### src/rtl/irq_agg_pkg.sv
package irq_agg_pkg;

  typedef enum logic [2:0] {
    SEL_NONE,
    SEL_CAUSE,
    SEL_SET,
    SEL_MASK,
    SEL_CTRL
  } regSel_e;

  typedef struct packed {
    logic    wrCause;
    logic    wrSet;
    logic    wrMask;
    logic    wrCtrl;
    regSel_e rdSel;
  } regStrobe_t;

endpackage

### src/rtl/irq_agg_ctrl.sv
module irq_agg_ctrl
  import irq_agg_pkg::*;
#(
  parameter int ADDR_W    = 6,
  parameter int CAUSE_OFS = 'h00,
  parameter int SET_OFS   = 'h08,
  parameter int MASK_OFS  = 'h10,
  parameter int CTRL_OFS  = 'h28
) (
  input  logic              clk,
  input  logic              rstN,
  input  logic [ADDR_W-1:0] busAddr,
  input  logic              busWrEn,
  output regStrobe_t        strobe
);

  localparam logic [ADDR_W-1:0] CauseAddr = ADDR_W'(CAUSE_OFS);
  localparam logic [ADDR_W-1:0] SetAddr   = ADDR_W'(SET_OFS);
  localparam logic [ADDR_W-1:0] MaskAddr  = ADDR_W'(MASK_OFS);
  localparam logic [ADDR_W-1:0] CtrlAddr  = ADDR_W'(CTRL_OFS);

  regSel_e hitSel;

  always_comb begin
    unique case (busAddr)
      CauseAddr: hitSel = SEL_CAUSE;
      SetAddr:   hitSel = SEL_SET;
      MaskAddr:  hitSel = SEL_MASK;
      CtrlAddr:  hitSel = SEL_CTRL;
      default:   hitSel = SEL_NONE;
    endcase
  end

  always_comb begin
    strobe.rdSel   = hitSel;
    strobe.wrCause = busWrEn && (hitSel == SEL_CAUSE);
    strobe.wrSet   = busWrEn && (hitSel == SEL_SET);
    strobe.wrMask  = busWrEn && (hitSel == SEL_MASK);
    strobe.wrCtrl  = busWrEn && (hitSel == SEL_CTRL);
  end

  // at most one register is written per cycle
  a_r2_single_target: assert property (@(posedge clk) disable iff (!rstN)
    $onehot0({strobe.wrCause, strobe.wrSet, strobe.wrMask, strobe.wrCtrl}));

  // writes to an unmapped offset produce no write strobe
  a_r2_unmapped_inert: assert property (@(posedge clk) disable iff (!rstN)
    (busWrEn && busAddr != CauseAddr && busAddr != SetAddr &&
     busAddr != MaskAddr && busAddr != CtrlAddr) |->
    !(strobe.wrCause || strobe.wrSet || strobe.wrMask || strobe.wrCtrl));

endmodule

### src/rtl/irq_agg_datapath.sv
module irq_agg_datapath
  import irq_agg_pkg::*;
#(
  parameter int NUM_SRC  = 32,
  parameter int EDGE_BIT = 3,
  parameter int MSG_BIT  = 5
) (
  input  logic               clk,
  input  logic               rstN,
  input  regStrobe_t         strobe,
  input  logic [NUM_SRC-1:0] wrData,
  input  logic [NUM_SRC-1:0] srcIrq,
  output logic [NUM_SRC-1:0] rdData,
  output logic               irqOut
);

  logic [NUM_SRC-1:0] causeQ, maskQ, srcPrevQ;
  logic [NUM_SRC-1:0] hwSet, swSet, keepBits, causeNext;
  logic               edgeModeQ, msgMaskQ;
  logic [NUM_SRC-1:0] ctrlView;

  // per-source capture cell
  for (genvar i = 0; i < NUM_SRC; i++) begin : gCapture
    always_comb begin
      if (edgeModeQ) hwSet[i] = srcIrq[i] & ~srcPrevQ[i];
      else           hwSet[i] = srcIrq[i];
    end
  end

  always_comb begin
    keepBits  = strobe.wrCause ? wrData : '1;
    swSet     = strobe.wrSet ? wrData : '0;
    causeNext = (causeQ & keepBits) | swSet | hwSet;
  end

  always_ff @(posedge clk) begin
    if (!rstN) begin
      causeQ    <= '0;
      maskQ     <= '1;
      srcPrevQ  <= '0;
      edgeModeQ <= 1'b0;
      msgMaskQ  <= 1'b0;
    end else begin
      causeQ   <= causeNext;
      srcPrevQ <= srcIrq;
      if (strobe.wrMask) maskQ <= wrData;
      if (strobe.wrCtrl) begin
        edgeModeQ <= wrData[EDGE_BIT];
        msgMaskQ  <= wrData[MSG_BIT];
      end
    end
  end

  always_comb begin
    ctrlView           = '0;
    ctrlView[EDGE_BIT] = edgeModeQ;
    ctrlView[MSG_BIT]  = msgMaskQ;
  end

  always_comb begin
    unique case (strobe.rdSel)
      SEL_CAUSE: rdData = causeQ;
      SEL_MASK:  rdData = maskQ;
      SEL_CTRL:  rdData = ctrlView;
      default:   rdData = '0;
    endcase
  end

  assign irqOut = |(causeQ & ~maskQ);

  // with every source masked the output stays low
  a_r3_all_masked_quiet: assert property (@(posedge clk) disable iff (!rstN)
    (maskQ == '1) |-> !irqOut);

  // a software set lands in the cause register on the next cycle
  a_r6_set_lands: assert property (@(posedge clk) disable iff (!rstN)
    strobe.wrSet |=> ((causeQ & $past(wrData)) == $past(wrData)));

  // a hardware capture is never lost, even against a clear
  a_r10_capture_wins: assert property (@(posedge clk) disable iff (!rstN)
    1'b1 |=> ((causeQ & $past(hwSet)) == $past(hwSet)));

  // no cause bit rises without a hardware or software set
  a_r5_no_spurious: assert property (@(posedge clk) disable iff (!rstN)
    1'b1 |=> ((causeQ & ~$past(causeQ) & ~$past(hwSet | swSet)) == '0));

  // in level mode every high input is pending one cycle later
  a_r7_level_capture: assert property (@(posedge clk) disable iff (!rstN)
    !edgeModeQ |=> ((causeQ & $past(srcIrq)) == $past(srcIrq)));

  // control write updates the capture mode
  a_r9_mode_write: assert property (@(posedge clk) disable iff (!rstN)
    strobe.wrCtrl |=> (edgeModeQ == $past(wrData[EDGE_BIT])));

endmodule

### src/rtl/irq_cause_agg.sv
module irq_cause_agg
  import irq_agg_pkg::*;
#(
  parameter int NUM_SRC   = 32,
  parameter int ADDR_W    = 6,
  parameter int CAUSE_OFS = 'h00,
  parameter int SET_OFS   = 'h08,
  parameter int MASK_OFS  = 'h10,
  parameter int CTRL_OFS  = 'h28,
  parameter int EDGE_BIT  = 3,
  parameter int MSG_BIT   = 5
) (
  input  logic               clk,
  input  logic               rstN,
  input  logic [ADDR_W-1:0]  busAddr,
  input  logic               busWrEn,
  input  logic [NUM_SRC-1:0] busWrData,
  output logic [NUM_SRC-1:0] busRdData,
  input  logic [NUM_SRC-1:0] srcIrq,
  output logic               irqOut
);

  regStrobe_t strobe;

  irq_agg_ctrl #(
    .ADDR_W(ADDR_W), .CAUSE_OFS(CAUSE_OFS), .SET_OFS(SET_OFS),
    .MASK_OFS(MASK_OFS), .CTRL_OFS(CTRL_OFS)
  ) uCtrl (
    .clk(clk), .rstN(rstN), .busAddr(busAddr), .busWrEn(busWrEn),
    .strobe(strobe)
  );

  irq_agg_datapath #(
    .NUM_SRC(NUM_SRC), .EDGE_BIT(EDGE_BIT), .MSG_BIT(MSG_BIT)
  ) uData (
    .clk(clk), .rstN(rstN), .strobe(strobe), .wrData(busWrData),
    .srcIrq(srcIrq), .rdData(busRdData), .irqOut(irqOut)
  );

endmodule

### config.mk
export PLATFORM = sky130hd
export DESIGN_NAME = irq_cause_agg
export DESIGN_NICKNAME = d
export VERILOG_FILES = /design/src/rtl/irq_agg_pkg.sv /design/src/rtl/irq_agg_ctrl.sv /design/src/rtl/irq_agg_datapath.sv /design/src/rtl/irq_cause_agg.sv
export SDC_FILE = /design/constraint.sdc
export NUM_CORES = 1
export LEC_CHECK = 0
export ABC_AREA = 1
export BUFFER_PORTS_ARGS = -buffer_cell sky130_fd_sc_hd__buf_2
export CORE_MARGIN = 1.5
export CORE_UTILIZATION = 45
export CTS_CLUSTER_DIAMETER = 30
export CTS_CLUSTER_SIZE = 24
export DETAILED_ROUTE_END_ITERATION = 16
export GPL_TIMING_DRIVEN = 0
export PLACE_DENSITY = 0.65
export SYNTH_ARGS = -nofsm -noshare
export SYNTH_HDL_FRONTEND = slang
export SYNTH_SLANG_ARGS = --single-unit
### constraint.sdc
create_clock -name clk -period 1.5 [get_ports clk]
set_clock_uncertainty 0.05 [all_clocks]
set_input_delay 0.15 -clock clk [delete_from_list [all_inputs] [get_ports clk]]
set_output_delay 0.15 -clock clk [all_outputs]
set_load 0.01 [all_outputs]
Word-level counts from Yosys, hierarchy flattened --
Cells that the tools add are included.
Storage, ports and cells: bits in registers 98, bits of input ports 73, output and inout bits 33, word-level logic and storage cells 123
Cells by class: equality and inequality tests 7, muxes and demuxes 36, bitwise logic cells 69, reduce and logical (&&, ||, !) cells 6
Operators by type and width (number):
- $pmux W32 S3 | 1
- $and A32 B32 Y32 | 2
- $mux W32 | 2
- $or A32 B32 Y32 | 2
- $and A1 B1 Y1 | 32
- $mux W1 | 32
- $not A1 Y1 | 32
- $not A32 Y32 | 1
- $reduce_or A32 Y1 | 1
- $pmux W3 S4 | 1
- $eq A3 B2 Y1 const B | 2
- $eq A6 B4 Y1 const B | 1
- $eq A6 B5 Y1 const B | 1
- $eq A6 B6 Y1 const B | 1
- $logic_not A6 Y1 | 1
- $logic_and A1 B1 Y1 | 4
- $eq A3 B1 Y1 const B | 1
- $eq A3 B3 Y1 const B | 1

Longest topological paths before layout --
depth after elaboration 8, mapped depth 9, gate-level depth less buffers 8

Modules after synthesis --
Synthesis repeated with hierarchy kept, for this count alone.
Second synthesis, totals: cells, all modules 618, area, all modules 4524.3 um2
Modules (own cells, without submodules):
- irq_agg_datapath | instances 1, cells an instance 597, area each 4433.0 um2, sequential area each 1961.9 um2
- irq_agg_ctrl | instances 1, cells an instance 21, area each 91.3 um2, sequential area each 0.0 um2

Least setup slack after synthesis --
OpenSTA, ideal clock, no wires.
path type input to output, start point input port busAddr[2], end point output port busRdData[0], arrival 934 ps, data required time 1300 ps, setup slack 366 ps, stages 6, path buffers 1, cells stage by stage nor2_4 > nand4_4 > inv_2 > buf_4 > nand2_1 > o21ai_0
Between the ends: cells in the longest elaborated chain, start to end 4, elaborated cells on any way between the ends 9, classes of those cells 6 x eq/ne; 2 x mux; 1 x reduce/logical
RTL lines:
- from (decl) | line irq_cause_agg.sv:15 | input logic [ADDR_W-1:0] busAddr,
- $eq A6 B6 Y1, or another cell as far along | line irq_agg_ctrl.sv:25 | unique case (busAddr)
- $pmux W3 S4 (*) | line irq_agg_ctrl.sv:25
- $eq A3 B3 Y1, or another cell as far along | line irq_agg_datapath.sv:61 | unique case (strobe.rdSel)
- $pmux W32 S3 (*) | line irq_agg_datapath.sv:61
- to (decl) | line irq_cause_agg.sv:18 | output logic [NUM_SRC-1:0] busRdData,
Mark *: on every way between the ends. The rest lies on a longest branch, timed or not.

Worst setup path after layout --
start point register uData.maskQ[1], end point output port irqOut
Between the ends: cells in the longest elaborated chain, start to end 3
RTL lines:
- from (decl) | line irq_agg_datapath.sv:17 | logic [NUM_SRC-1:0] causeQ, maskQ, srcPrevQ;
- from (signal assigned) | line irq_agg_datapath.sv:46 | if (strobe.wrMask) maskQ <= wrData;
- $not A32 Y32 | line irq_agg_datapath.sv:69 | assign irqOut = |(causeQ & ~maskQ);
- $and A32 B32 Y32 | line irq_agg_datapath.sv:69
- $reduce_or A32 Y1 | line irq_agg_datapath.sv:69
- to (decl) | line irq_cause_agg.sv:20 | output logic irqOut
Every way passes these cells.

==> impl_metrics.toml <==
[status]
status = "complete, but fails checks"
violations = "negative setup slack"

[yosys]
ys.warnings.count = 0
synthCells = 721
synth.yosys.seq_area_share = 0.4211
ys_ff_latch = 98
synth_area_per_cell_um2 = 6.463
synth.distinct_cells = 22
syn-cell-area_mm2 = 0.004659
synth_nets = 794

[placement]
hpwl_um = 9541
gp_congestion = 0.8816
io_buffers = 104

[routing]
vias_per_cell = 4.727
drtPass1Iterations = 4
ant_nets = 0
finalWirelength_um = 13740
first_iter_violations = 283
drc = 0
num_vias = 4926
wl_per_cell_um = 13.19

[finish]
syn_to_final_growth_pct = 34.96
fin_nets = 977
final_cell_mix = "nand2_1, buf_2, inv_1, dfxtp_1, nor2_1"
layout-drive-gt1-share = 0.1980
final_common_cell = "nand2_1"
nFillCells = 931
diodes = 0
final_util = 0.6346

[sta]
rsz0062_at_grt = "yes"
fmax_ghz = 0.5989
slew_headroom = 0.6085
fin_hold_ws_ns = 0.06718
fin_crit_sh = 1.113
setup_ws_ns = -0.1696
tightest_slew_ns = 0.5872
drv_slew = 0
hold_violations = 0
layout_min_cycle_time_ns = 1.670
setup_violations = 1

[grt]
antenna_found_initial = 0
grt.total_usage = 0.2603
grt_pass1_vias = 4697
grt_max_degree = 16
grt_pass1_wl_um = 22660
gr-total-overflow = 0

[setup_path]
crit_fanout = 2
cp.arrival_ns = 1.47
worstPathRequired_ns = 1.30
critPathKind = "reg -> out"
rr_worst_depth = 7
cp-start-kind = "register"
timing.rr.start = "uData.edgeModeQ"
critical_path.reg2reg.endpoint = "uData.causeQ[24]"
rrSetupSlack_ns = 0.18
endpoint_kind = "output port"

[clock_network]
root_buffer = "clkbuf_8"
clkTransAtPathRegs_ns = 0.09
numCtsBuffers = 9
ctsLongestPathBuffers = 2
clk_latency_ns = 0.36
htree_levels = 3
cts.sinks = 98
cts_tree = "done"

[floorplanning]
dieArea_mm2 = 0.01097
io_pins = 106
die_y_um = 104.8
core-area_mm2 = 0.009910
rows = 36
start_util = 0.4702
die_w_um = 104.8

[hold_path]
holdPathEnd = "uData.srcPrevQ[30]"
worstHoldStart = "rstN"
hp-class = "in -> reg"
holdPathStages = 3

[pwr]
p_leak_uw = 0.003501
cellPowerDensity_mw_per_mm2 = 830.4
ir_drop_v = 0.0004287

[job]
maxCapViolCount = 0
## metrics by stage
step / worst slack [ns] / total power, uW / instance area [um^2] / instances / setup TNS [ns]
after floorplan: 0.3659 / 3123 / 4659 / 721 / 0
after global placement: -0.2044 / 3348 / 5346 / 958 / -3.930
after detailed placement: -0.1983 / 3366 / 5346 / 958 / -3.618
after CTS: -0.1974 / 5249 / 6240 / 1040 / -0.1974
after global routing: -0.2264 / 5460 / 6289 / 1042 / -0.2371
final: -0.1696 / 5222 / 6289 / 1042 / -0.1696
## sequential cells by signal (all words and copies together) (netlist names)
| signal | cells |
|---|---|
| uData.maskQ | 32 |
| uData.causeQ | 32 |
| uData.srcPrevQ | 32 |
| uData.edgeModeQ | 1 |
| uData.msgMaskQ | 1 |
## cells in the mapped netlist (all sizes together)
cell	number	area, um^2
o22ai	16	100.1
nand2	245	927.1
a21oi	28	140.1
nand3	61	305.3
clkbuf	10	37.54
buf	24	173.9
dfxtp	98	1962
nor2	86	369.1
inv	116	437.9
o211ai	2	15.01
o21ai	34	170.2
nand4	1	21.27
## worst max path at each step
stage                        start            end  slack, ns  depth (start not counted)
CTS                 uData.maskQ[1]         irqOut      -0.20                          8
detailed placement      busAddr[2]  busRdData[10]      -0.20                          8
global placement        busAddr[2]  busRdData[10]      -0.20                          8
finish              uData.maskQ[1]         irqOut      -0.17                          8
global route        uData.maskQ[3]         irqOut      -0.23                          8
floorplan               busAddr[2]   busRdData[0]       0.37                          6
## layer usage
metal	up-vias	global-route usage	wire, um
met5	-	0	0
met4	0	0.08317	109
met3	10	0.04429	669
met2	130	0.4365	6588
met1	2224	0.3397	6376
li1	2562	-	-
## cell families after synthesis
| family | after synthesis | share of synthesized area |
|---|---|---|
| buffers and inverters | 150 | 0.1394 |
| AO/OA/AOI/OAI | 80 | 0.09130 |
| flip-flops | 98 | 0.4211 |
| AND/OR/NAND/NOR | 393 | 0.3483 |
## power breakdown
group	internal, uW	switching, uW
Sequential	2720	38.2
Clock	861	912
Combinational	319	377
Total	3890	1330
## critical path, stage by stage (launching register included)
cell and delay [ns]:
dfxtp_2 0.35, inv_2 0.04, nand2_1 0.05, o21ai_1 0.08, nor2_1 0.14, nand2_1 0.10, nor2_2 0.12, nand2_1 0.09
buf_2 0.15
## final cells by class
type	instances	area, um^2	share of cell area
multi-input combinational	473	2066	0.3285
sequential	98	1977	0.3144
timing repair buffer	174	1206	0.1918
inverter	116	442.9	0.07043
buffer	32	225.2	0.03581
tap	133	166.4	0.02646
clock buffer	12	155.1	0.02467
clock inverter	4	50.05	0.007959
## what timing repair did
item / in CTS / in global routing
setup buffers: 3 / 3
hold buffers: 64 / 0
hold endpoints to repair: 65 / 0
endpoints found under the setup margin: 46 / 24
pin swaps: 5 / 11
gates resized for setup: 15 / 24
Power figures use the tool's default switching activity.
